## config.mk

```make
export PLATFORM = sky130hd
export DESIGN_NAME = addr_tap_sreg
export DESIGN_NICKNAME = d
export VERILOG_FILES = /design/src/rtl/ats_pkg.sv /design/src/rtl/ats_edge_sel.sv /design/src/rtl/ats_chain.sv /design/src/rtl/ats_tap.sv /design/src/rtl/addr_tap_sreg.sv
export SDC_FILE = /design/constraint.sdc
export NUM_CORES = 1
export LEC_CHECK = 0
export BUFFER_PORTS_ARGS = -buffer_cell sky130_fd_sc_hd__buf_2
export CORE_ASPECT_RATIO = 0.75
export CORE_MARGIN = 2
export CORE_UTILIZATION = 42
export CTS_CLUSTER_DIAMETER = 120
export DETAILED_ROUTE_END_ITERATION = 6
export PLACE_DENSITY = 0.56
export SETUP_SLACK_MARGIN = 0.2
export SLEW_MARGIN = 20
export SYNTH_ARGS = -nofsm -noshare
export SYNTH_HDL_FRONTEND = slang
export SYNTH_HIERARCHICAL = 1
export SYNTH_SLANG_ARGS = --single-unit
```

## constraint.sdc

```tcl
create_clock -name clk -period 1.9 [get_ports clk]
set_input_delay 0.285 -clock clk [delete_from_list [all_inputs] [get_ports clk]]
set_output_delay 0.285 -clock clk [all_outputs]
set_load 0.05 [all_outputs]
```

## src/rtl/ats_pkg.sv

```systemverilog
package ats_pkg;

    localparam int unsigned ATS_STAGES = 32;

    typedef enum logic {
        EDGE_RISE = 1'b0,
        EDGE_FALL = 1'b1
    } ats_edge_e;

endpackage

```

## src/rtl/ats_edge_sel.sv

```systemverilog
module ats_edge_sel #(
    parameter ats_pkg::ats_edge_e ACTIVE_EDGE = ats_pkg::EDGE_RISE
) (
    input  logic clk,
    output logic act_clk
);

    // the downstream logic always uses the rising edge of act_clk
    generate
        if (ACTIVE_EDGE == ats_pkg::EDGE_FALL) begin : g_fall
            assign act_clk = ~clk;
        end else begin : g_rise
            assign act_clk = clk;
        end
    endgenerate

endmodule

```

## src/rtl/ats_chain.sv

```systemverilog
module ats_chain #(
    parameter int unsigned          STAGES    = ats_pkg::ATS_STAGES,
    parameter logic [STAGES-1:0]    INIT_BITS = '0
) (
    input  logic              act_clk,
    input  logic              shift_en,
    input  logic              ser_in,
    output logic [STAGES-1:0] stages,
    output logic              primed
);

    typedef struct packed {
        logic [STAGES-1:0] bits;
        logic              armed;
    } chain_state_t;

    chain_state_t st_d;
    chain_state_t st_q = '{bits: INIT_BITS, armed: 1'b0};

    always_comb begin
        st_d       = st_q;
        st_d.armed = 1'b1;
        if (shift_en) begin
            st_d.bits = {st_q.bits[STAGES-2:0], ser_in};
        end
    end

    always_ff @(posedge act_clk) begin
        st_q <= st_d;
    end

    assign stages = st_q.bits;
    assign primed = st_q.armed;

    AST_ENTRY_STAGE: assert property (@(posedge act_clk) disable iff (!st_q.armed)
        $past(shift_en) |-> stages[0] == $past(ser_in));
    AST_STAGES_ADVANCE: assert property (@(posedge act_clk) disable iff (!st_q.armed)
        $past(shift_en) |-> stages[STAGES-1:1] == $past(stages[STAGES-2:0]));
    AST_IDLE_HOLDS: assert property (@(posedge act_clk) disable iff (!st_q.armed)
        !$past(shift_en) |-> $stable(stages));

endmodule

```

## src/rtl/ats_tap.sv

```systemverilog
module ats_tap #(
    parameter int unsigned STAGES = ats_pkg::ATS_STAGES,
    localparam int unsigned SEL_W = $clog2(STAGES)
) (
    input  logic [STAGES-1:0] stages,
    input  logic [SEL_W-1:0]  tap_sel,
    output logic              tap_out,
    output logic              chain_out
);

    always_comb begin
        tap_out = 1'b0;
        if (32'(tap_sel) < STAGES) begin
            tap_out = stages[tap_sel];
        end
    end

    assign chain_out = stages[STAGES-1];

endmodule

```

## src/rtl/addr_tap_sreg.sv

```systemverilog
module addr_tap_sreg #(
    parameter int unsigned          STAGES      = ats_pkg::ATS_STAGES,
    parameter logic [STAGES-1:0]    INIT_BITS   = '0,
    parameter ats_pkg::ats_edge_e   ACTIVE_EDGE = ats_pkg::EDGE_RISE,
    localparam int unsigned         SEL_W       = $clog2(STAGES)
) (
    input  logic             clk,
    input  logic             shift_en,
    input  logic             ser_in,
    input  logic [SEL_W-1:0] tap_sel,
    output logic             tap_out,
    output logic             chain_out
);

    logic              act_clk;
    logic [STAGES-1:0] stages;
    logic              primed;

    ats_edge_sel #(.ACTIVE_EDGE(ACTIVE_EDGE)) u_edge (
        .clk     (clk),
        .act_clk (act_clk)
    );

    ats_chain #(.STAGES(STAGES), .INIT_BITS(INIT_BITS)) u_chain (
        .act_clk  (act_clk),
        .shift_en (shift_en),
        .ser_in   (ser_in),
        .stages   (stages),
        .primed   (primed)
    );

    ats_tap #(.STAGES(STAGES)) u_tap (
        .stages    (stages),
        .tap_sel   (tap_sel),
        .tap_out   (tap_out),
        .chain_out (chain_out)
    );

    AST_TOP_TAP_IS_CASCADE: assert property (@(posedge act_clk) disable iff (!primed)
        (tap_sel == SEL_W'(STAGES-1)) |-> tap_out == chain_out);
    AST_ZERO_TAP_ONE_EDGE: assert property (@(posedge act_clk) disable iff (!primed)
        ($past(shift_en) && tap_sel == '0) |-> tap_out == $past(ser_in));
    AST_IDLE_OUTPUT_STEADY: assert property (@(posedge act_clk) disable iff (!primed)
        (!$past(shift_en) && $stable(tap_sel)) |-> $stable(tap_out));
    AST_CASCADE_IDLE_STEADY: assert property (@(posedge act_clk) disable iff (!primed)
        !$past(shift_en) |-> $stable(chain_out));

endmodule

```

**Word-level counts from Yosys, hierarchy flattened**

Index checks and enable logic that the tools add are counted.

- Register bits after elaboration: 32
- Bits in read-only memories: 0
- Bits in latches: 0
- Memories kept: 0
- Input bits: 8
- Output and inout bits: 2
- Memory bits (writable): 0
- Logic and storage cells: 4

- Multiplexer cells: 2
- Equality and inequality tests: 0
- Multipliers: 0
- Reductions and logical operators: 0
- Magnitude comparators: 1
- Bitwise logic cells: 0
- Shifts and indexed selects: 0
- Add/sub/neg operators: 0
- Divide/modulo/power cells: 0

Operator list:

| cell | count |
|---|---|
| 5-bit by 6-bit < comparator with 1-bit output, second input constant | 1 |
| 1-bit binary-select mux with 5-bit select | 1 |
| 1-bit two-way mux | 1 |

**Depth between registers and ports, before layout**

- Depth after elaboration: 2
- Depth in mapped cells: 7
- Depth with buffers taken out: 5

**Hierarchy**

The synthesis kept the hierarchy.

Modules (own cells, without submodules):

| module | sequential area each (um^2) | area each (um^2) | cells an instance | instances |
|---|---|---|---|---|
| ats_chain | 960.9 | 972.2 | 34 | 1 |
| ats_tap | 0.0 | 332.8 | 42 | 1 |
| ats_edge_sel | 0.0 | 7.5 | 1 | 1 |

**Worst setup path after synthesis**

No wires, ideal clock.

- Kind: input port to output port
- Start point: in tap_sel[1]
- End point: out tap_out
- Arrival: 1.404 ns
- Slack: 0.211 ns
- Buffers on the path: 2
- Required time: 1.615 ns
- Stages on the path: 5
- Cell sequence: buf_6 buf_12 mux2i_1 a211oi_1 a311o_1

- Cells in the longest elaborated chain, start to end: 2

Ends and longest elaborated chain:

| what | line | RTL |
|---|---|---|
| from (decl) | addr_tap_sreg.sv:10 | `input logic [SEL_W-1:0] tap_sel,` |
| 1-bit binary-select mux with 5-bit select | ats_tap.sv:14 | `tap_out = stages[tap_sel];` |
| 1-bit two-way mux (implied by the code) | ats_tap.sv:14 |  |
| to (decl) | addr_tap_sreg.sv:11 | `output logic tap_out,` |

Every way passes these cells. The select of a mux whose other input is x is not followed.

**Worst setup path in the final report**

- Start point: reg u_chain.st_q, in the netlist u_chain/stages[23]
- End point: out tap_out

- Cells in the longest elaborated chain, start to end: 2

Ends and longest elaborated chain:

| what | line | RTL |
|---|---|---|
| from (decl) | ats_chain.sv:18 | `chain_state_t st_q = '{bits: INIT_BITS, armed: 1'b0};` |
| from (signal assigned) | ats_chain.sv:29 | `st_q <= st_d;` |
| 1-bit binary-select mux with 5-bit select | ats_tap.sv:14 |  |
| 1-bit two-way mux (implied by the code) | ats_tap.sv:14 |  |

Every way passes these cells. The select of a mux whose other input is x is not followed.

==> out/qor.csv <==
metric,value,unit
antennaDiodeCount,0,
placement_rows,17,
ctsRootBufferMaster,sky130_fd_sc_hd__clkbuf_8,
largest_register_ffs,32,
critical_path_class,reg -> out,
setup_viol_count_final,0,
worst_setup_hold_path_clk_slew,0.06,ns
tritoncts.num_buffers,5,
rsz0062_at_grt,yes,
antenna_found_initial,0,
final.fill_count,256,
hold_path_class,in -> reg,
final-seq-area,961,um^2
layout-drive-gt1-share,26.5,%
finClkSkew,0.00334,ns
cts_tree,yes,
port_buffers,9,
placedCellCount,120,
maxSlewHeadroom,53.7,%
multi_input_comb_area,294,um^2
cellPowerDensity,943,mW/mm^2
areaGrowthSynthToFinish,17.1,%
antenna_left,0,
wire_length_of_the_first_global_routing_pass,3390,um
worst_hold_startpoint,ser_in,
worst-endpoint-arrival,1.56,ns
routed_wl,2030,um
grt_max_degree,33,
worst_r2r_path_depth,2,
total_nets_after_synthesis,83,
clock_tree.htree_level_count,2,
crit_path_start_kind,register,
max_slew.worst_pin.slew,0.694,ns
dieHeight,52.2,um
dieArea,0.00356,mm^2
dp.final_hpwl,1320,um
drtIter0Drc,41,
syn_inst,75,
layout_commonest_cell,sky130_fd_sc_hd__edfxtp_1,
achievable-frequency,543,MHz
r2r_slack,0.99,ns
critPathCaptureType,output pin,
timing.rr.start,u_chain/stages[10],
initial_core_utilization,44.0,%
cts.sink_count,32,
clk-insertion-delay-late,0.27,ns
syn_area,0.00130,mm^2
hold_violations,0,
final.min_clock_period,1.84,ns
final_nets,105,
drcViolationCount,0,
worstReg2RegEnd,u_chain/stages[11],
ctsLongestPathBuffers,2,
required_time_of_the_critical_path,1.62,ns
avgRoutedWirePerCell,14.9,um
num_vias,670,
fin_hold_ws,0.183,ns
fin_crit_sh,97.0,%
synth_area_per_cell,17.3,um^2
maxCapViolations,0,
depth_of_the_worst_hold_timing_path,1,
status,"complete, no violations",
vdd_drop_max,566,uV
timing.final.max_slew_violations,0,
top_level_ports,10,
core,0.00296,mm^2
final_cells,136,
path_max_fanout,2,
ys_warn_count,6,
timing.hold.worst_endpoint,u_chain/stages[0],
firstDrtPassIters,4,
routed_via_density,4.93,
layout.cells.most_common_list,"32 x sky130_fd_sc_hd__edfxtp_1, 16 x sky130_fd_sc_hd__mux2i_1, 9 x sky130_fd_sc_hd__buf_4",
first_global_vias,679,
grt_overflow,0,
gr-usage-all-layers,14.5,%
power_leakage,0.000590,uW
gpl.final_weighted_congestion,0.771,
dieWidth,68.3,um
[report_power, final]
part           internal [uW]  switching [uW]
sequential               825            19.9
combinational           55.7            67.8
clock                    248             222
total                   1130             310
[worst max-delay path, stage by stage, from the launching register on]
cell                       delay [ns]
sky130_fd_sc_hd__edfxtp_1        0.39
sky130_fd_sc_hd__mux2i_1         0.19
sky130_fd_sc_hd__a22oi_1         0.09
sky130_fd_sc_hd__nand4b_1        0.10
sky130_fd_sc_hd__a21oi_1         0.05
sky130_fd_sc_hd__a311o_1         0.30
sky130_fd_sc_hd__buf_6           0.16
[how the worst max path moves through the flow]
stage | cells after the start | endpoint | from | slack [ns]
2_1_floorplan | 5 | tap_out | tap_sel[1] | 0.21
3_3_place_gp | 8 | tap_out | tap_sel[1] | 0.07
3_5_place_dp | 8 | tap_out | tap_sel[1] | 0.06
4_1_cts | 6 | tap_out | u_chain/stages[14] | 0.04
5_1_grt | 6 | tap_out | u_chain/stages[10] | -0.1
6_report | 6 | tap_out | u_chain/stages[23] | 0.06
[routing by layer]
| layer | track usage (%) | up-vias | share of wire [%] |
|---|---|---|---|
| met5 | 0 | - | 0 |
| met4 | 6.00 | 0 | 0.59 |
| met3 | 8.39 | 2 | 4.0 |
| met2 | 19.6 | 8 | 45 |
| met1 | 19.0 | 326 | 50 |
| li1 | - | 334 | - |
[layout make-up]
| type | count | share of cell area, % |
|---|---|---|
| sequential | 32 | 63.1 |
| multi-input combinational | 39 | 19.3 |
| timing repair buffer | 19 | 9.11 |
| clock buffer | 5 | 4.52 |
| tap | 38 | 3.12 |
| clock inverter | 3 | 0.903 |
[through the flow]
step           util (%)  power (uW)  worst slack, ns  instance area (um^2)  setup TNS [ns]
5_1_grt            51.5        1520          -0.0969                  1520         -0.0969
2_1_floorplan         -        1050            0.211                  1300               0
4_1_cts            51.3        1460           0.0391                  1520               0
3_5_place_dp       46.5         966           0.0636                  1380               0
6_report           51.5        1440           0.0567                  1520               0
3_3_place_gp       46.5         964           0.0651                  1380               0
[repair_timing]
item                                    in CTS  in global routing
resized for setup                            2                  0
endpoints found under the setup margin       1                  1
pin swaps                                    8                  1
gates cloned                                 0                  0
buffers inserted                             7                  1
hold buffers                                 0                  0
Note: power is estimated with default switching activity, not from simulation.
